### config.mk
export PLATFORM = sky130hd
export DESIGN_NAME = clkmul_cfg_unit
export DESIGN_NICKNAME = d
export VERILOG_FILES = /design/src/rtl/clkmul_pkg.sv /design/src/rtl/clkmul_key_seq.sv /design/src/rtl/clkmul_stage_regs.sv /design/src/rtl/clkmul_settle.sv /design/src/rtl/clkmul_cfg_unit.sv
export SDC_FILE = /design/constraint.sdc
export NUM_CORES = 1
export LEC_CHECK = 0
export CAP_MARGIN = 20
export CORE_MARGIN = 2
export CORE_UTILIZATION = 30
export CTS_CLUSTER_SIZE = 28
export DETAILED_ROUTE_END_ITERATION = 16
export MAX_ROUTING_LAYER = met4
export SYNTH_ARGS = -nofsm -noshare
export SYNTH_HDL_FRONTEND = slang
export SYNTH_SLANG_ARGS = --single-unit
### constraint.sdc
create_clock -name clk -period 3.4 [get_ports clk]
set_input_delay 0.51 -clock clk [delete_from_list [all_inputs] [get_ports clk]]
set_output_delay 0.51 -clock clk [all_outputs]
set_load 0.02 [all_outputs]
### src/rtl/clkmul_pkg.sv
package clkmul_pkg;

    localparam int M_W = 5;
    localparam int P_W = 2;
    localparam int CFG_W = M_W + P_W;

    localparam logic [1:0] ADDR_CTL  = 2'd0;
    localparam logic [1:0] ADDR_CFG  = 2'd1;
    localparam logic [1:0] ADDR_FEED = 2'd2;
    localparam logic [1:0] ADDR_STAT = 2'd3;

    localparam logic [7:0] KEY_FIRST  = 8'hAA;
    localparam logic [7:0] KEY_SECOND = 8'h55;

    localparam int STAT_EN_BIT   = 8;
    localparam int STAT_CONN_BIT = 9;
    localparam int STAT_LOCK_BIT = 10;

    typedef struct packed {
        logic conn;
        logic en;
    } ctl_t;

    typedef struct packed {
        logic [P_W-1:0] div;
        logic [M_W-1:0] m1;
    } cfg_t;

    typedef enum logic {
        KS_IDLE  = 1'b0,
        KS_ARMED = 1'b1
    } key_state_e;

endpackage

### src/rtl/clkmul_key_seq.sv
module clkmul_key_seq
    import clkmul_pkg::*;
#(
    parameter int DATA_W = 16
) (
    input  logic              clk,
    input  logic              rst_n,
    input  logic              wr,
    input  logic              is_feed,
    input  logic [DATA_W-1:0] wdata,
    output logic              commit
);

    localparam logic [DATA_W-1:0] FIRST_W  = DATA_W'(KEY_FIRST);
    localparam logic [DATA_W-1:0] SECOND_W = DATA_W'(KEY_SECOND);

    key_state_e st_d, st_q;

    always_comb begin
        st_d   = st_q;
        commit = 1'b0;
        if (wr) begin
            if (is_feed) begin
                case (st_q)
                    KS_IDLE:  st_d = (wdata == FIRST_W) ? KS_ARMED : KS_IDLE;
                    KS_ARMED: begin
                        st_d   = KS_IDLE;
                        commit = (wdata == SECOND_W);
                    end
                    default:  st_d = KS_IDLE;
                endcase
            end else begin
                st_d = KS_IDLE;
            end
        end
    end

    always_ff @(posedge clk) begin
        if (!rst_n) st_q <= KS_IDLE;
        else        st_q <= st_d;
    end

endmodule

### src/rtl/clkmul_stage_regs.sv
module clkmul_stage_regs
    import clkmul_pkg::*;
(
    input  logic             clk,
    input  logic             rst_n,
    input  logic             wr,
    input  logic [1:0]       addr,
    input  logic [CFG_W-1:0] wdata,
    input  logic             commit,
    output ctl_t             pend_ctl,
    output cfg_t             pend_cfg,
    output ctl_t             act_ctl,
    output cfg_t             act_cfg,
    output logic             en_next,
    output logic             restart
);

    typedef struct packed {
        ctl_t pctl;
        cfg_t pcfg;
        ctl_t actl;
        cfg_t acfg;
    } stage_t;

    stage_t s_d, s_q;

    always_comb begin
        s_d = s_q;
        if (wr && addr == ADDR_CTL) s_d.pctl = ctl_t'(wdata[1:0]);
        if (wr && addr == ADDR_CFG) s_d.pcfg = cfg_t'(wdata);
        if (commit) begin
            s_d.actl = s_q.pctl;
            s_d.acfg = s_q.pcfg;
        end
        en_next = s_d.actl.en;
        restart = commit && (s_q.pcfg != s_q.acfg);
    end

    always_ff @(posedge clk) begin
        if (!rst_n) s_q <= '0;
        else        s_q <= s_d;
    end

    assign pend_ctl = s_q.pctl;
    assign pend_cfg = s_q.pcfg;
    assign act_ctl  = s_q.actl;
    assign act_cfg  = s_q.acfg;

endmodule

### src/rtl/clkmul_settle.sv
module clkmul_settle #(
    parameter int SETTLE_CYCLES = 20
) (
    input  logic clk,
    input  logic rst_n,
    input  logic en_q,
    input  logic en_next,
    input  logic restart,
    output logic lock
);

    localparam int CNT_W = $clog2(SETTLE_CYCLES + 1);
    localparam logic [CNT_W-1:0] LAST = CNT_W'(SETTLE_CYCLES - 1);

    typedef struct packed {
        logic [CNT_W-1:0] cnt;
        logic             lock;
    } settle_t;

    settle_t t_d, t_q;

    always_comb begin
        t_d = t_q;
        if (!en_next || restart) begin
            t_d = '0;
        end else if (en_q && !t_q.lock) begin
            if (t_q.cnt == LAST) t_d.lock = 1'b1;
            else                 t_d.cnt  = t_q.cnt + 1'b1;
        end
    end

    always_ff @(posedge clk) begin
        if (!rst_n) t_q <= '0;
        else        t_q <= t_d;
    end

    assign lock = t_q.lock;

endmodule

### src/rtl/clkmul_cfg_unit.sv
module clkmul_cfg_unit
    import clkmul_pkg::*;
#(
    parameter int DATA_W        = 16,
    parameter int SETTLE_CYCLES = 20
) (
    input  logic              clk,
    input  logic              rst_n,
    input  logic              bus_wr,
    input  logic [1:0]        bus_addr,
    input  logic [DATA_W-1:0] bus_wdata,
    output logic [DATA_W-1:0] bus_rdata,
    output logic              mul_en,
    output logic              mul_connect,
    output logic [M_W-1:0]    mul_factor_m1,
    output logic [P_W-1:0]    post_div_sel
);

    ctl_t pend_ctl, act_ctl;
    cfg_t pend_cfg, act_cfg;
    logic commit_w, en_next_w, restart_w, lock_w;
    logic [DATA_W-1:0] status_w;

    clkmul_key_seq #(.DATA_W(DATA_W)) u_key (
        .clk     (clk),
        .rst_n   (rst_n),
        .wr      (bus_wr),
        .is_feed (bus_addr == ADDR_FEED),
        .wdata   (bus_wdata),
        .commit  (commit_w)
    );

    clkmul_stage_regs u_stage (
        .clk      (clk),
        .rst_n    (rst_n),
        .wr       (bus_wr),
        .addr     (bus_addr),
        .wdata    (bus_wdata[CFG_W-1:0]),
        .commit   (commit_w),
        .pend_ctl (pend_ctl),
        .pend_cfg (pend_cfg),
        .act_ctl  (act_ctl),
        .act_cfg  (act_cfg),
        .en_next  (en_next_w),
        .restart  (restart_w)
    );

    clkmul_settle #(.SETTLE_CYCLES(SETTLE_CYCLES)) u_settle (
        .clk     (clk),
        .rst_n   (rst_n),
        .en_q    (act_ctl.en),
        .en_next (en_next_w),
        .restart (restart_w),
        .lock    (lock_w)
    );

    always_comb begin
        status_w = '0;
        status_w[CFG_W-1:0]    = act_cfg;
        status_w[STAT_EN_BIT]   = act_ctl.en;
        status_w[STAT_CONN_BIT] = act_ctl.conn;
        status_w[STAT_LOCK_BIT] = lock_w;
    end

    always_comb begin
        case (bus_addr)
            ADDR_CTL:  bus_rdata = DATA_W'(pend_ctl);
            ADDR_CFG:  bus_rdata = DATA_W'(pend_cfg);
            ADDR_STAT: bus_rdata = status_w;
            default:   bus_rdata = '0;
        endcase
    end

    assign mul_en        = act_ctl.en;
    assign mul_connect   = act_ctl.conn & act_ctl.en & lock_w;
    assign mul_factor_m1 = act_cfg.m1;
    assign post_div_sel  = act_cfg.div;

endmodule

==> results.json <==
{
  "max_clock_freq_mhz": 350,
  "vias_per_cell": 4.97,
  "drive_above_1_share_pct": 7.41,
  "tightestPinTransition_ps": 874,
  "nFillCells": 476,
  "core.rowCount": 25,
  "core_area_sq_um": 4660,
  "r2r-end": "u_settle.t_q[4]",
  "yosysTopAreaCell": "dfxtp_1",
  "synth-edff-count": 0,
  "antenna_found_initial": 0,
  "cp_slowest_stage_delay_ps": 820,
  "start_util_pct": 30.6,
  "yosysWarningCount": 0,
  "finalClockSkew_ps": 3.55,
  "worst-setup-path-type": "primary input to output port",
  "die_h_um": 73.0,
  "grt_pass1_vias": 1132,
  "critPathLaunchType": "primary input",
  "wirelength_um": 3370,
  "cts_max_path_buffers": 2,
  "cp_max_fo": 15,
  "place_hpwl_um": 2480,
  "hp-start": "u_key.st_q",
  "synth_area_leaders": "dfxtp_1 (35%), mux2i_1 (12%), xnor2_1 (5.5%)",
  "holdPathEnd": "u_key.st_q",
  "hp-class": "flop to flop",
  "crit-reg2reg-launch": "u_key.st_q",
  "period_share_pct": 83.9,
  "vias": 1208,
  "ys_seq_elements": 25,
  "cts_buffers": 3,
  "yosys.area_share.simple_pct": 25.1,
  "synth_area_per_cell_sq_um": 9.15,
  "synth_cell_types": 33,
  "portBuffers": 39,
  "post_cts_resized": 0,
  "drv_slew": 0,
  "wl_per_cell_um": 13.8,
  "groute.usage.overall_pct": 14.0,
  "p_per_area_nw_per_um2": 293,
  "grt_overflow": 0,
  "cts.sinks": 25,
  "antenna_cells": 0,
  "grt_first_pass_wirelength_um": 5580,
  "grt_max_degree": 26,
  "crit_top_cell": "clkdlybuf4s50_1",
  "root_buffer": "clkbuf_8",
  "end_kind": "output port",
  "finalHoldViolCount": 0,
  "syn_to_final_growth_pct": 30.5,
  "yosys_most_used_dff": "dfxtp_1",
  "synth.area.mux_share_pct": 11.9,
  "cpMaxStageDelayCell": "clkdlybuf4s50_1",
  "post_cts_buffers": 0,
  "synthAdderAreaFrac_pct": 0.876,
  "multiInputGateArea_sq_um": 848,
  "drc": 0,
  "worstPathRequired_ps": 2890,
  "place_inst": 239,
  "arrival_ps": 2340,
  "crit_chain": "clkdlybuf4s50_1 > mux2i_1 > o21ai_0 > clkdlybuf4s50_1",
  "dr.first_iter.drc_count": 50,
  "die_area_sq_um": 5330,
  "pre_cts_slack_ps": 561,
  "worst_slack_ps": 546,
  "layout.nets": 212,
  "cts_tree": "done",
  "ctsHoldBuffers": 0,
  "hold_depth": 2,
  "synth_compound_area_share_pct": 13.2,
  "htreeDepth": 1,
  "dr.pass1.iters": 4,
  "die_w_um": 73.0,
  "io_pins": 46,
  "antenna_left": 0,
  "hold_ws_ps": 489,
  "fin_crit_ps": 2850,
  "status": "finished clean",
  "async_flop_share_pct": 0,
  "register_area_sq_um": 500,
  "clkLatencyLatePin_ps": 270,
  "leakagePower_nw": 0.657,
  "path_clk_slew_ps": 80,
  "synth_top_family_by_area": "simple AND/OR/NAND/NOR gates",
  "stdcell_count": 243,
  "syn-cell-area_sq_um": 1430,
  "max-cap-violations": 0,
  "reg2reg_depth": 4,
  "globalplace.congestion": 0.764,
  "slew_headroom_pct": 41.7,
  "setup_viol": 0,
  "irDropWorstVdd_uv": 159,
  "synth_top_area_share_pct": 35.1,
  "rsz0062_at_grt": "no",
  "fin_setup_tns_ps": 0,
  "synth_xor_area_share_pct": 6.75,
  "syn-instance-count": 156,
  "r2r_slack_ps": 1530,
  "synth_seq_area_share_pct": 35.1
}
-- synthesized netlist by cell type, drive strengths merged (4+ instances only) --
cell type,n
nand3,14
clkbuf,7
mux2i,17
a21oi,11
and3,5
o21ai,11
a211oi,6
dfxtp,25
xnor2,9
nand4,4
nor2b,5
nor2,13
buf,9
-- power by group --
part	total, mW	switching (mW)	internal (mW)	leakage (nW)
registers	0.300	0.00431	0.296	0.202
logic	0.0704	0.0351	0.0353	0.433
clock network	0.174	0.0904	0.0838	0.0228
total	0.545	0.130	0.415	0.657
-- metal layers --
metal / vias up / share of wire, % / GRT usage, %
li1: 614 / - / -
met1: 571 / 47 / 17.8
met2: 21 / 49 / 22.2
met3: 2 / 3.5 / 3.31
met4: 0 / 0.51 / 3.91
met5: - / 0 / -
-- critical path: cells and delay by family --
family / cells / cell delay, ps
multiplexers: 1 / 180
AO/OA/AOI/OAI: 1 / 190
buffers and inverters: 2 / 1460
-- layout by cell type, fill, tap and decap left out, types with 2 or more instances in the layout --
master,n
a21oi_1,11
xnor2_1,9
nor2b_1,5
xor2_1,2
clkdlybuf4s50_1,39
nand2b_1,2
dfxtp_1,25
nor3b_1,2
nor2_1,13
nand3_1,14
nand4_1,3
o21ai_0,10
conb_1,6
and3_1,5
nor4bb_1,2
mux2i_1,17
clkbuf_8,3
a211oi_2,6
-- logic make-up after synthesis --
kind of cell | Yosys count
xor+xnor | 11
fa+ha+maj | 1
simple gates | 56
mux | 17
compound gates | 28
other cells | 1
buf+inv | 17
flops | 25
-- area by class of cell --
type	instances	share of cell area, %
clock buffer	4	2.42
inverter	1	0.201
multi-input combinational	119	45.5
sequential	25	26.9
tap	54	3.63
timing repair buffer	40	21.4
-- per-stage QoR --
| stage | utilization (%) | power, mW | instance area [sq um] |
|---|---|---|---|
| final | 40.0 | 0.545 | 1860 |
| after global routing | 40.0 | 0.575 | 1860 |
| after CTS | 40.0 | 0.554 | 1860 |
| after detailed placement | 39.0 | 0.378 | 1820 |
| after global placement | 39.0 | 0.377 | 1820 |
| after floorplan | - | 0.347 | 1450 |
-- worst max path at each step --
| stage | cells past startpoint | start | endpoint |
|---|---|---|---|
| CTS | 4 | bus_addr[0] | bus_rdata[0] |
| global placement | 4 | bus_addr[1] | bus_rdata[4] |
| global route | 4 | bus_addr[1] | bus_rdata[4] |
| floorplan | 3 | bus_addr[1] | bus_rdata[0] |
| detailed placement | 4 | bus_addr[0] | bus_rdata[0] |
| finish | 4 | bus_addr[0] | bus_rdata[0] |
-- state kept, by name (all words and copies together) (netlist names) --
register,flops
u_settle.lock,1
u_settle.t_q,5
u_stage.pend_ctl,2
u_stage.act_cfg,7
u_key.st_q,1
u_stage.act_ctl,2
u_stage.pend_cfg,7
No activity file was read; power rests on OpenSTA's default activity.
